File: config.mk
export PLATFORM = sky130hd
export DESIGN_NAME = pmem_width_bridge
export DESIGN_NICKNAME = d
export VERILOG_FILES = /design/src/rtl/pmb_pkg.sv /design/src/rtl/pmb_req_decode.sv /design/src/rtl/pmb_ext_reg.sv /design/src/rtl/pmb_rsp_track.sv /design/src/rtl/pmem_width_bridge.sv
export SDC_FILE = /design/constraint.sdc
export NUM_CORES = 1
export LEC_CHECK = 0
export BUFFER_PORTS_ARGS = -buffer_cell sky130_fd_sc_hd__buf_2
export CAP_MARGIN = 5
export CORE_MARGIN = 4
export CORE_UTILIZATION = 28
export DETAILED_ROUTE_END_ITERATION = 16
export GPL_TIMING_DRIVEN = 0
export MAX_ROUTING_LAYER = met4
export PLACE_DENSITY_LB_ADDON = 0.25
export SETUP_SLACK_MARGIN = 0.1
export SLEW_MARGIN = 20
export SYNTH_ARGS = -nofsm -noshare
export SYNTH_HDL_FRONTEND = slang
export SYNTH_HIERARCHICAL = 1
export SYNTH_SLANG_ARGS = --single-unit
export TNS_END_PERCENT = 10
File: constraint.sdc
create_clock -name clk -period 1.1 [get_ports clk]
set_input_delay 0 -clock clk [delete_from_list [all_inputs] [get_ports clk]]
set_output_delay 0 -clock clk [all_outputs]
set_load 0.02 [all_outputs]
File: src/rtl/pmb_pkg.sv
package pmb_pkg;

    typedef enum logic [1:0] {
        OP_IDLE  = 2'd0,
        OP_WRITE = 2'd1,
        OP_READ  = 2'd2
    } pmb_op_e;

    function automatic pmb_op_e decode_op(input logic req, input logic wr);
        if (!req)   return OP_IDLE;
        else if (wr) return OP_WRITE;
        else        return OP_READ;
    endfunction

endpackage

File: src/rtl/pmb_req_decode.sv
module pmb_req_decode
    import pmb_pkg::*;
#(
    parameter int DATA_W  = 16,
    parameter int PWORD_W = 24,
    parameter int ADDR_W  = 16,
    localparam int XB     = PWORD_W - DATA_W
) (
    input  logic               mv_req,
    input  logic               mv_wr,
    input  logic [ADDR_W-1:0]  mv_addr,
    input  logic [DATA_W-1:0]  mv_wdata,
    input  logic [XB-1:0]      fwd_byte,
    output pmb_op_e            op,
    output logic               pm_en,
    output logic               pm_we,
    output logic [ADDR_W-1:0]  pm_addr,
    output logic [PWORD_W-1:0] pm_wdata
);

    always_comb begin
        op       = decode_op(mv_req, mv_wr);
        pm_en    = (op != OP_IDLE);
        pm_we    = (op == OP_WRITE);
        pm_addr  = mv_addr;
        pm_wdata = {fwd_byte, mv_wdata};
    end

endmodule

File: src/rtl/pmb_ext_reg.sv
module pmb_ext_reg #(
    parameter int DATA_W  = 16,
    parameter int PWORD_W = 24,
    localparam int XB     = PWORD_W - DATA_W
) (
    input  logic              clk,
    input  logic              rst_n,
    input  logic              hx_wr,
    input  logic [XB-1:0]     hx_byte,
    input  logic              cap_en,
    input  logic [XB-1:0]     cap_byte,
    output logic [XB-1:0]     ext_next,
    output logic [DATA_W-1:0] hx_rdata
);

    typedef struct packed {
        logic [XB-1:0] ext;
    } ext_state_t;

    ext_state_t st_d, st_q;

    always_comb begin
        st_d = st_q;
        if (hx_wr)
            st_d.ext = hx_byte;
        else if (cap_en)
            st_d.ext = cap_byte;
        ext_next = st_d.ext;
        hx_rdata = {{(DATA_W-XB){1'b0}}, st_q.ext};
    end

    always_ff @(posedge clk or negedge rst_n) begin
        if (!rst_n) st_q <= '0;
        else        st_q <= st_d;
    end

endmodule

File: src/rtl/pmb_rsp_track.sv
module pmb_rsp_track
    import pmb_pkg::*;
#(
    parameter int DATA_W = 16
) (
    input  logic              clk,
    input  logic              rst_n,
    input  pmb_op_e           op,
    input  logic [DATA_W-1:0] rd_low,
    output logic              ack,
    output logic              rd_done,
    output logic [DATA_W-1:0] rdata
);

    typedef struct packed {
        logic ack;
        logic rd;
    } rsp_state_t;

    rsp_state_t st_d, st_q;

    always_comb begin
        st_d.ack = (op != OP_IDLE);
        st_d.rd  = (op == OP_READ);
        ack      = st_q.ack;
        rd_done  = st_q.rd;
        rdata    = st_q.rd ? rd_low : '0;
    end

    always_ff @(posedge clk or negedge rst_n) begin
        if (!rst_n) st_q <= '0;
        else        st_q <= st_d;
    end

endmodule

File: src/rtl/pmem_width_bridge.sv
module pmem_width_bridge
    import pmb_pkg::*;
#(
    parameter int DATA_W  = 16,
    parameter int PWORD_W = 24,
    parameter int ADDR_W  = 16
) (
    input  logic               clk,
    input  logic               rst_n,
    input  logic               mv_req,
    input  logic               mv_wr,
    input  logic [ADDR_W-1:0]  mv_addr,
    input  logic [DATA_W-1:0]  mv_wdata,
    output logic               mv_ack,
    output logic [DATA_W-1:0]  mv_rdata,
    output logic               pm_en,
    output logic               pm_we,
    output logic [ADDR_W-1:0]  pm_addr,
    output logic [PWORD_W-1:0] pm_wdata,
    input  logic [PWORD_W-1:0] pm_rdata,
    input  logic               hx_wr,
    input  logic [DATA_W-1:0]  hx_wdata,
    output logic [DATA_W-1:0]  hx_rdata
);

    localparam int XB = PWORD_W - DATA_W;

    pmb_op_e       op;
    logic          rd_done;
    logic [XB-1:0] ext_next;
    logic          unused_hx_hi;

    assign unused_hx_hi = ^hx_wdata[DATA_W-1:XB];

    pmb_req_decode #(
        .DATA_W (DATA_W),
        .PWORD_W(PWORD_W),
        .ADDR_W (ADDR_W)
    ) u_req (
        .mv_req  (mv_req),
        .mv_wr   (mv_wr),
        .mv_addr (mv_addr),
        .mv_wdata(mv_wdata),
        .fwd_byte(ext_next),
        .op      (op),
        .pm_en   (pm_en),
        .pm_we   (pm_we),
        .pm_addr (pm_addr),
        .pm_wdata(pm_wdata)
    );

    pmb_ext_reg #(
        .DATA_W (DATA_W),
        .PWORD_W(PWORD_W)
    ) u_ext (
        .clk     (clk),
        .rst_n   (rst_n),
        .hx_wr   (hx_wr),
        .hx_byte (hx_wdata[XB-1:0]),
        .cap_en  (rd_done),
        .cap_byte(pm_rdata[PWORD_W-1:DATA_W]),
        .ext_next(ext_next),
        .hx_rdata(hx_rdata)
    );

    pmb_rsp_track #(
        .DATA_W(DATA_W)
    ) u_rsp (
        .clk    (clk),
        .rst_n  (rst_n),
        .op     (op),
        .rd_low (pm_rdata[DATA_W-1:0]),
        .ack    (mv_ack),
        .rd_done(rd_done),
        .rdata  (mv_rdata)
    );

endmodule

* Word level (Yosys, flattened, before mapping)
Cells that the tools add are included.
Word-level totals: register bits after elaboration 10, word-level logic and storage cells 11
Operators by class: reduce and logical (&&, ||, !) cells 1, equal/unequal tests 2, mux-type cells 5
Operator list (count):
- $mux 16 | 1
- $mux 8 | 2
- $mux 2 | 2
- $eq 2x1->1 const B | 1
- $eq 2x2->1 const B | 1
- $reduce_bool 2->1 | 1

* Depth between registers and ports, before layout
Gate-level depths: netlist (run 1).
depth in word-level cells 3, gate-level depth with buffers 4, gate-level depth less buffers 2

* By module
Netlist (run 1), hierarchy kept.
Modules (own cells, without submodules):
- pmb_ext_reg | area each 436.7 µm², instances 1, cells an instance 43
- pmb_req_decode | area each 327.8 µm², instances 1, cells an instance 44
- pmb_rsp_track | area each 188.9 µm², instances 1, cells an instance 21

* Worst setup path after synthesis (run 1)
OpenSTA, ideal clock, no wires.
path type register -> output, start register u_rsp.st_q (netlist bit u_rsp/rd_done), end output pm_wdata[16], path buffers 2, stages on the path, launching flop included 5, path slack 0.121 ns, arrival time 0.979 ns, required time 1.100 ns, path through dfrtp_1 -> buf_6 -> mux2i_1 -> o21ai_1 -> buf_4
On the way: longest elaborated chain between the ends 2
Ends and longest elaborated chain:
- from (decl) | line pmb_rsp_track.sv:20 | rsp_state_t st_d, st_q;
- from (signal assigned) | line pmb_rsp_track.sv:32 | else st_q <= st_d;
- $mux 8 | line pmb_ext_reg.sv:26 | else if (cap_en)
- $mux 8 | line pmb_ext_reg.sv:24 | if (hx_wr)
- to (decl) | line pmem_width_bridge.sv:19 | output logic [PWORD_W-1:0] pm_wdata,
Every way passes these cells.

* Worst setup path in the final report (run 1)
start register u_rsp.st_q (netlist bit u_rsp/rd_done), end output pm_wdata[22]
The elaborated chain is that of the path after synthesis.

==> results of run 1 <==
synth_stat cells (all sizes together):
library cell	instances
o21ai	8
mux2i	8
and2	17
nand2	8
dfrtp	10
clkbuf	1
or2	1
and2b	1
buf	52
nor2b	1
conb	1
through the flow:
step | power (mW) | instances
after floorplan | 0.8972 | 115
after global placement | 1.124 | 262
after detailed placement | 1.128 | 262
after CTS | 1.529 | 271
after global routing | 1.622 | 273
final | 1.524 | 273
sequential cells by signal, summed over array words and instances, names as in the netlist:
| signal | cells |
|---|---|
| u_ext/st_q | 8 |
| u_rsp/ack | 1 |
| u_rsp/rd_done | 1 |
area by class of cell:
cell class              instances  area (um2)
flip-flops and latches         10       251.5
repair buffers                110       640.6
plain buffers                  53       409.1
multi-input cells              52       324.1
fillers                       316        1436
well taps                      44       55.05
clock buffers                   4       36.28
power by group through the flow:
stage          Clock [mW]  Combinational [mW]  Sequential (mW)
3_5_place_dp            0               0.701            0.427
3_3_place_gp            0               0.698            0.426
2_1_floorplan           0               0.430            0.467
4_1_cts             0.343               0.767            0.418
6_report            0.327               0.780            0.417
5_1_grt             0.369               0.832            0.421
kinds of logic (layout without fill, tap and decap cells):
| logic type | Yosys count | after routing | share of synthesized area (%) |
|---|---|---|---|
| AND/OR/NAND/NOR | 28 | 28 | 18.24 |
| buffers and inverters | 53 | 167 | 42.52 |
| flip-flops | 10 | 10 | 26.25 |
| AO/OA/AOI/OAI | 8 | 8 | 4.200 |
| multiplexers | 8 | 8 | 8.399 |
| other | 1 | 8 | 0.3933 |
worst max-delay path by stage:
stage	endpoint	slack (ns)	depth (start not counted)
after floorplan	pm_wdata[16]	0.12	4
after global placement	pm_wdata[16]	-0.13	5
after detailed placement	pm_wdata[16]	-0.15	5
after CTS	pm_wdata[21]	-0.28	5
after global routing	pm_wdata[22]	-0.37	5
final	pm_wdata[22]	-0.27	5
per-layer routing:
layer	part of all wire [%]	wire length (um)	global-route usage [%]	vias to the layer above
met5	0	0	-	-
met4	0.66	21	3.046	0
met3	12	394	4.252	2
met2	58	1861	24.29	58
met1	29	928	10.99	419
li1	-	-	-	521
timing repair:
action,CTS,global route
setup endpoints to repair,32,29
pin swaps,7,7
setup buffers,4,2
hold endpoints to repair,15,2
resized for setup,18,8
cell usage in the layout, fill, tap and decap left out, drive strengths merged:
cell         synthesis  layout
dfrtp               10      10
and2                17      17
nor2b                1       1
and2b                1       1
conb                 1       8
nand2                8       8
dlygate4sd3          0       1
clkbuf               1       5
buf                 52     161
mux2i                8       8
or2                  1       1
o21ai                8       8
critical path: stages (launching register included):
cell and delay (ns):
dfrtp_2 0.42, buf_8 0.15, mux2i_1 0.12, o21ai_1 0.18, buf_4 0.14, buf_6 0.11
==> impl_metrics.ini, run 1 <==
[clocking]
clkTransAtPathRegs_ns = 0.07
postCtsHoldBufs = 1
cts_root_buf = clkbuf_4
clock_latency_ns = 0.26
clock_sinks = 10
htree_levels = 1
cts_buffer_depth = 2
cts_tree = yes
cts_buffers = 3

[logic_synthesis]
syn_area_per_cell_um2 = 8.828
seq_area_frac_synth_pct = 26.25
yosysTopAreaCell = buf_4
syn_inst = 108
synth_top_area_share_pct = 38.58
netlist_top_cells_area = buf_4, dfrtp_1, and2_2
ys_types = 13
synth_warnings = 6
synth_area_um2 = 953.4
synth-seq-cells = 10

[place]
placed_cell_area_um2 = 1550
dpl.hpwl_mm = 2.820
place_congestion = 0.6259
dp_slack_ns = -0.1470
portBuffers = 103

[grt]
grt_pass1_vias = 916
gr-total-overflow = 0
grt_max_degree = 11
grt_use_total_pct = 12.31
grt_first_pass_wirelength_mm = 4.091
grt_antenna_before_repair = 0

[worst_setup_path]
worstPathArrival_ns = 1.37
r2r-start = u_rsp/rd_done$_DFF_PN0_
critPathMaxFanout = 8
rr_worst_depth = 5
path_class = reg2out
rrSetupSlack_ns = -0.05
startpoint = u_rsp/rd_done$_DFF_PN0_
crit_required_ns = 1.10
critPathLaunchType = flip-flop
rr_endpoint = u_ext/st_q[3]$_DFF_PN0_
endpoint_kind = output pin

[sta]
post-route-min-period_ns = 1.374
fin_crit_sh_pct = 124.9
hold_ws_ns = -0.01184
drv_slew = 0
setup_viol_count_final = 25
fmax_mhz = 727.8
finalSetupTns_ns = -3.891
fin_ws_ns = -0.2739
grt_setup_unrepaired = yes
hold_viol_final = 2
skew_ns = 0.0002085

[power]
pwr-share-seq_pct = 27.4
p_leak_nw = 1.036
powerDensity_nw_per_um2 = 887.8
p_comb_share_pct = 51.2
peakVddDrop_v = 0.0004529
p_int_uw = 996.0
p_switching_uw = 528.0
netSwitchingFraction_pct = 34.65
pwr-share-clk_pct = 21.5

[outcome]
run_status = finished with violations
violations = hold timing, setup timing

[floorplanning]
coreArea_um2 = 3153
die_x_um = 66.35
io_pins = 152
die_area_um2 = 4402
rows = 20
initial_core_util_pct = 30.24
chipHeight_um = 66.35

[finish]
postLayoutCoreUtil_pct = 54.44
syn_to_final_growth_pct = 80.05
finalNetCount = 307
fin_area_um2 = 1717
drive_above_1_share_pct = 79.04
n_antenna_cell = 0

[min_path]
min_from = hx_wdata[4]
hold_depth = 3
min_to = u_ext/st_q[4]$_DFF_PN0_
hp-class = in2reg

[job]
maxCapViolCount = 0

[routing]
antenna_left = 0
drc = 0
drtIter0Drc = 5
viasPerCell = 3.663
vias = 1000
drt-total-wl_mm = 3.205
first_pass_iters = 4
wl_per_cell_um = 11.74
(Power assumes the default switching activity.)
==> inputs of run 2 (changes only) <==
--- a/config.mk
+++ b/config.mk
@@ -19,4 +19,3 @@
 export SYNTH_HDL_FRONTEND = slang
 export SYNTH_HIERARCHICAL = 1
 export SYNTH_SLANG_ARGS = --single-unit
-export TNS_END_PERCENT = 10
==> impl_metrics.ini, run 2 (synthesized netlist as in run 1, its figures left out) <==
[floorplanning]
chipHeight_um = 66.35
die_area_um2 = 4402
coreArea_um2 = 3153
initial_core_util_pct = 30.24
die_x_um = 66.35
io_pins = 152
rows = 20

[clocking]
cts_buffers = 3
cts_tree = yes
clkTransAtPathRegs_ns = 0.07
cts_buffer_depth = 2
clock_latency_ns = 0.26
htree_levels = 1
cts_root_buf = clkbuf_4
clock_sinks = 10
postCtsHoldBufs = 1

[routing]
wl_per_cell_um = 12.31
first_pass_iters = 2
drt-total-wl_mm = 3.397
viasPerCell = 3.674
vias = 1014
antenna_left = 0
drtIter0Drc = 17
drc = 0

[sta]
fin_crit_sh_pct = 124.0
grt_setup_unrepaired = yes
setup_viol_count_final = 24
fmax_mhz = 733.4
fin_ws_ns = -0.2635
drv_slew = 0
skew_ns = 0.0003161
hold_ws_ns = -0.01184
hold_viol_final = 2
post-route-min-period_ns = 1.363
finalSetupTns_ns = -5.383

[grt]
grt_antenna_before_repair = 0
grt_use_met1_pct = 10.99
grt_pass1_vias = 916
grt_max_degree = 11
gr-total-overflow = 0
grt.met3_usage_pct = 4.252
use_met2_pct = 24.54
grt_first_pass_wirelength_mm = 4.105
busiest_layer = met2
grt_use_total_pct = 12.38

[worst_setup_path]
worstPathArrival_ns = 1.36
r2r-start = u_rsp/rd_done$_DFF_PN0_
max_stage_delay_ns = 0.42
critPathLaunchType = flip-flop
cpLargestDelayFamily = flip-flops
critPathBufInv = 3
crit_chain = buf_8, mux2i_1, o21ai_1, buf_4, buf_6
rrSetupSlack_ns = 0.05
rr_endpoint = u_ext/st_q[2]$_DFF_PN0_
crit_required_ns = 1.10
rr_worst_depth = 4
crit_slowest_cell = dfrtp_2
path_class = reg2out
endpoint_kind = output pin
critPathMaxFanout = 8

[outcome]
violations = hold timing, setup timing
run_status = finished with violations

[finish]
regMostFlops = u_ext/st_q
n_antenna_cell = 0
drive_above_1_share_pct = 80.60
largest_reg_flops = 8
fin_area_um2 = 1841
mostFrequentLayoutCell = buf_2
finalNetCount = 310
layout_common_cells = buf_2, buf_4, buf_6
syn_to_final_growth_pct = 93.05

[place]
placed_cell_area_um2 = 1550
dpl.hpwl_mm = 2.820
portBuffers = 103
place_congestion = 0.6259

[min_path]
min_to = u_ext/st_q[4]$_DFF_PN0_
min_from = hx_wdata[4]
hold_depth = 3
hp-class = in2reg

[power]
powerDensity_nw_per_um2 = 853.3
p_total_mw = 1.571
p_leak_nw = 1.075
peakVddDrop_v = 0.0004003

[job]
maxCapViolCount = 0
-- run 2: cell types whose count changed in the layout (fill, tap and decap cells not counted) --
cell    before  now
and2_1       4    1
buf_6       10   28
and2_2      13    8
and2_4       0    8
buf_4       63   56
buf_2       87   79
-- run 2: how the worst max path moves through the flow --
stage                     slack (ns)  cells after the start           end               startpoint
final                          -0.26                      5  pm_wdata[18]  u_rsp/rd_done$_DFF_PN0_
after global routing           -0.35                      5  pm_wdata[19]  u_rsp/rd_done$_DFF_PN0_
after CTS                      -0.28                      5  pm_wdata[21]  u_rsp/rd_done$_DFF_PN0_
after detailed placement       -0.15                      5  pm_wdata[16]  u_rsp/rd_done$_DFF_PN0_
after global placement         -0.13                      5  pm_wdata[16]  u_rsp/rd_done$_DFF_PN0_
after floorplan                 0.12                      4  pm_wdata[16]  u_rsp/rd_done$_DFF_PN0_
-- run 2: cell type report --
cell class / count / area, um2
fill: 292 / 1313
buffer: 53 / 409.1
sequential: 10 / 251.5
tap: 44 / 55.05
timing repair buffer: 113 / 750.7
multi-input combinational: 52 / 337.8
clock buffer: 4 / 36.28
-- run 2: where the power goes --
group	internal, mW	total, mW	switching (mW)
Clock	0.201	0.327	0.127
Sequential	0.402	0.418	0.0160
Combinational	0.428	0.825	0.397
Total	1.03	1.57	0.540
-- run 2: metal layers --
layer	wire length (um)	vias up
li1	-	527
met1	977	425
met2	2010	60
met4	21	0
met5	0	-
met3	387	2
-- run 2: per-stage QoR --
stage          worst slack (ns)  hold slack [ns]  std cells  util (%)
6_report                -0.2635         -0.01184        276     58.37
5_1_grt                 -0.3547         -0.01661        276     58.37
4_1_cts                 -0.2792         -0.01862        271     53.41
3_5_place_dp            -0.1470          -0.1269        262     49.17
3_3_place_gp            -0.1322          -0.1244        262     49.17
2_1_floorplan            0.1208          -0.2956        115         -
-- run 2: worst register-to-register path, stage by stage (launching register included) --
cell and delay [ns]:
dfrtp_2 0.42, buf_8 0.15, mux2i_1 0.15, o21ai_1 0.10, buf_4 0.14
-- run 2: repair_timing --
action / in CTS / in global routing
buffers inserted: 4 / 5
gates resized for setup: 19 / 41
endpoints found under the setup margin: 32 / 30
pin swaps: 8 / 8
hold endpoints to repair: 15 / 2
gates cloned: 0 / 1
==> inputs of run 3 (changes only) <==
--- a/config.mk
+++ b/config.mk
@@ -7,8 +7,10 @@
 export LEC_CHECK = 0
 export BUFFER_PORTS_ARGS = -buffer_cell sky130_fd_sc_hd__buf_2
 export CAP_MARGIN = 5
+export CELL_PAD_IN_SITES_DETAIL_PLACEMENT = 0
+export CELL_PAD_IN_SITES_GLOBAL_PLACEMENT = 2
 export CORE_MARGIN = 4
-export CORE_UTILIZATION = 28
+export CORE_UTILIZATION = 12
 export DETAILED_ROUTE_END_ITERATION = 16
 export GPL_TIMING_DRIVEN = 0
 export MAX_ROUTING_LAYER = met4
==> impl_metrics.ini, run 3 (synthesized netlist as in run 1, its figures left out) <==
[outcome]
run_status = finished with violations
violations = setup timing

[clocking]
clock_latency_ns = 0.23
cts_buffers = 3
clkTransAtPathRegs_ns = 0.05
htree_levels = 1
cts_tree = yes
cts_buffer_depth = 2
clock_sinks = 10
cts_root_buf = clkbuf_8

[routing]
vias = 1036
drc = 0
antenna_left = 0
drtIter0Drc = 1
first_pass_iters = 2
drt-total-wl_mm = 3.140
viasPerCell = 3.130
wl_per_cell_um = 9.486

[floorplanning]
die_area_um2 = 9435
die_x_um = 97.14
coreArea_um2 = 7727
initial_core_util_pct = 12.34
rows = 32
io_pins = 152
chipHeight_um = 97.14

[grt]
grt_first_pass_wirelength_mm = 4.974
grt_use_total_pct = 6.439
grt_pass1_vias = 1078
grt_antenna_before_repair = 0
grt_max_degree = 11
gr-total-overflow = 0

[power]
peakVddDrop_v = 0.0005107
p_int_mw = 1.066
powerDensity_nw_per_um2 = 840.5
p_leak_nw = 1.072
netSwitchingFraction_pct = 33.81
p_switching_uw = 544.7
pwr-share-seq_pct = 26.0
pwr-share-clk_pct = 23.3
p_comb_share_pct = 50.7

[finish]
finalNetCount = 308
layout_common_cells = buf_2, buf_4, buf_6
syn_to_final_growth_pct = 101.1
multiInputGateArea_um2 = 342.8
seqCellArea_um2 = 251.5
instances_no_fill = 331
n_antenna_cell = 0
mostFrequentLayoutCell = buf_2
nFillCells = 856
drive_above_1_share_pct = 80.79
regMostFlops = u_ext/st_q
largest_reg_flops = 8
postLayoutCoreUtil_pct = 24.81

[sta]
fmax_mhz = 744.4
hold_ws_ns = 0.01519
hold_viol_final = 0
fin_ws_ns = -0.2434
post-route-min-period_ns = 1.343
grt_setup_unrepaired = yes
setup_viol_count_final = 24
finalSetupTns_ns = -4.558
skew_ns = 0.002122
fin_crit_sh_pct = 122.1
drv_slew = 0

[worst_setup_path]
critPathBufInv = 3
crit_slowest_cell = dfrtp_2
critPathLaunchType = flip-flop
crit_chain = buf_12, mux2i_1, o21ai_1, buf_4, buf_6
path_class = reg2out
worstPathArrival_ns = 1.34
max_stage_delay_ns = 0.41
critPathMaxFanout = 8
cpLargestDelayFamily = flip-flops
crit_required_ns = 1.10
endpoint_kind = output pin

[min_path]
hp-class = in2reg

[place]
place_congestion = 0.7223
dpl.hpwl_mm = 2.688
dp_slack_ns = -0.1958
portBuffers = 103
placed_cells = 320

[job]
maxCapViolCount = 0
==> run 3: worst paths after layout <==
check / start / end / slack, ns / depth (start not counted)
worst min register to register: u_ext/st_q[4]$_DFF_PN0_ / u_ext/st_q[4]$_DFF_PN0_ / 0.59 / 2
max in group asynchronous: rst_n / u_rsp/rd_done$_DFF_PN0_ / 0.72 / 2
worst max register to register: u_rsp/rd_done$_DFF_PN0_ / u_ext/st_q[5]$_DFF_PN0_ / 0.03 / 4
min in group asynchronous: rst_n / u_ext/st_q[7]$_DFF_PN0_ / 0.16 / 2
worst max-delay path: u_rsp/rd_done$_DFF_PN0_ / pm_wdata[21] / -0.24 / 5
worst min-delay path: hx_wdata[4] / u_ext/st_q[4]$_DFF_PN0_ / 0.02 / 3
==> run 3: timing repair <==
action | CTS | global route
setup endpoints to repair | 32 | 29
gates cloned | 1 | 0
gates resized for setup | 63 | 3
hold buffers | 1 | 0
endpoints found under the hold margin | 10 | 0
pin swaps | 7 | 7
buffers inserted | 2 | 5
==> run 3: final cells by class <==
class                           instances  area share [%]
Buffer                                 53           21.61
Clock buffer                            3           2.154
Multi-Input combinational cell         52           17.89
Sequential cell                        10           13.12
Tap cell                              102           6.658
Timing Repair Buffer                  111           38.58
==> run 3: power by group through the flow <==
stage | clock, mW | sequential (mW) | combinational (mW)
2_1_floorplan | 0 | 0.467 | 0.430
4_1_cts | 0.404 | 0.419 | 0.808
6_report | 0.375 | 0.419 | 0.817
5_1_grt | 0.421 | 0.424 | 0.876
3_5_place_dp | 0 | 0.427 | 0.703
3_3_place_gp | 0 | 0.427 | 0.710
==> run 3: through the flow <==
stage | power [mW] | cell area (um2)
final | 1.611 | 1917
after global routing | 1.722 | 1917
after CTS | 1.631 | 1878
after detailed placement | 1.130 | 1623
after global placement | 1.138 | 1623
after floorplan | 0.8972 | 979.7
==> run 3: worst min-delay path, delay by kind of cell <==
kind                   cells  cell delay, ns
buffers and inverters      1            0.07
AND/OR/NAND/NOR            1            0.04
AO/OA/AOI/OAI              1            0.08
==> run 3: metal layers <==
layer	routed length, um	GRT usage, %
met5	0	-
met1	991	6.335
met4	0	1.620
met3	469	2.441
met2	1679	11.89
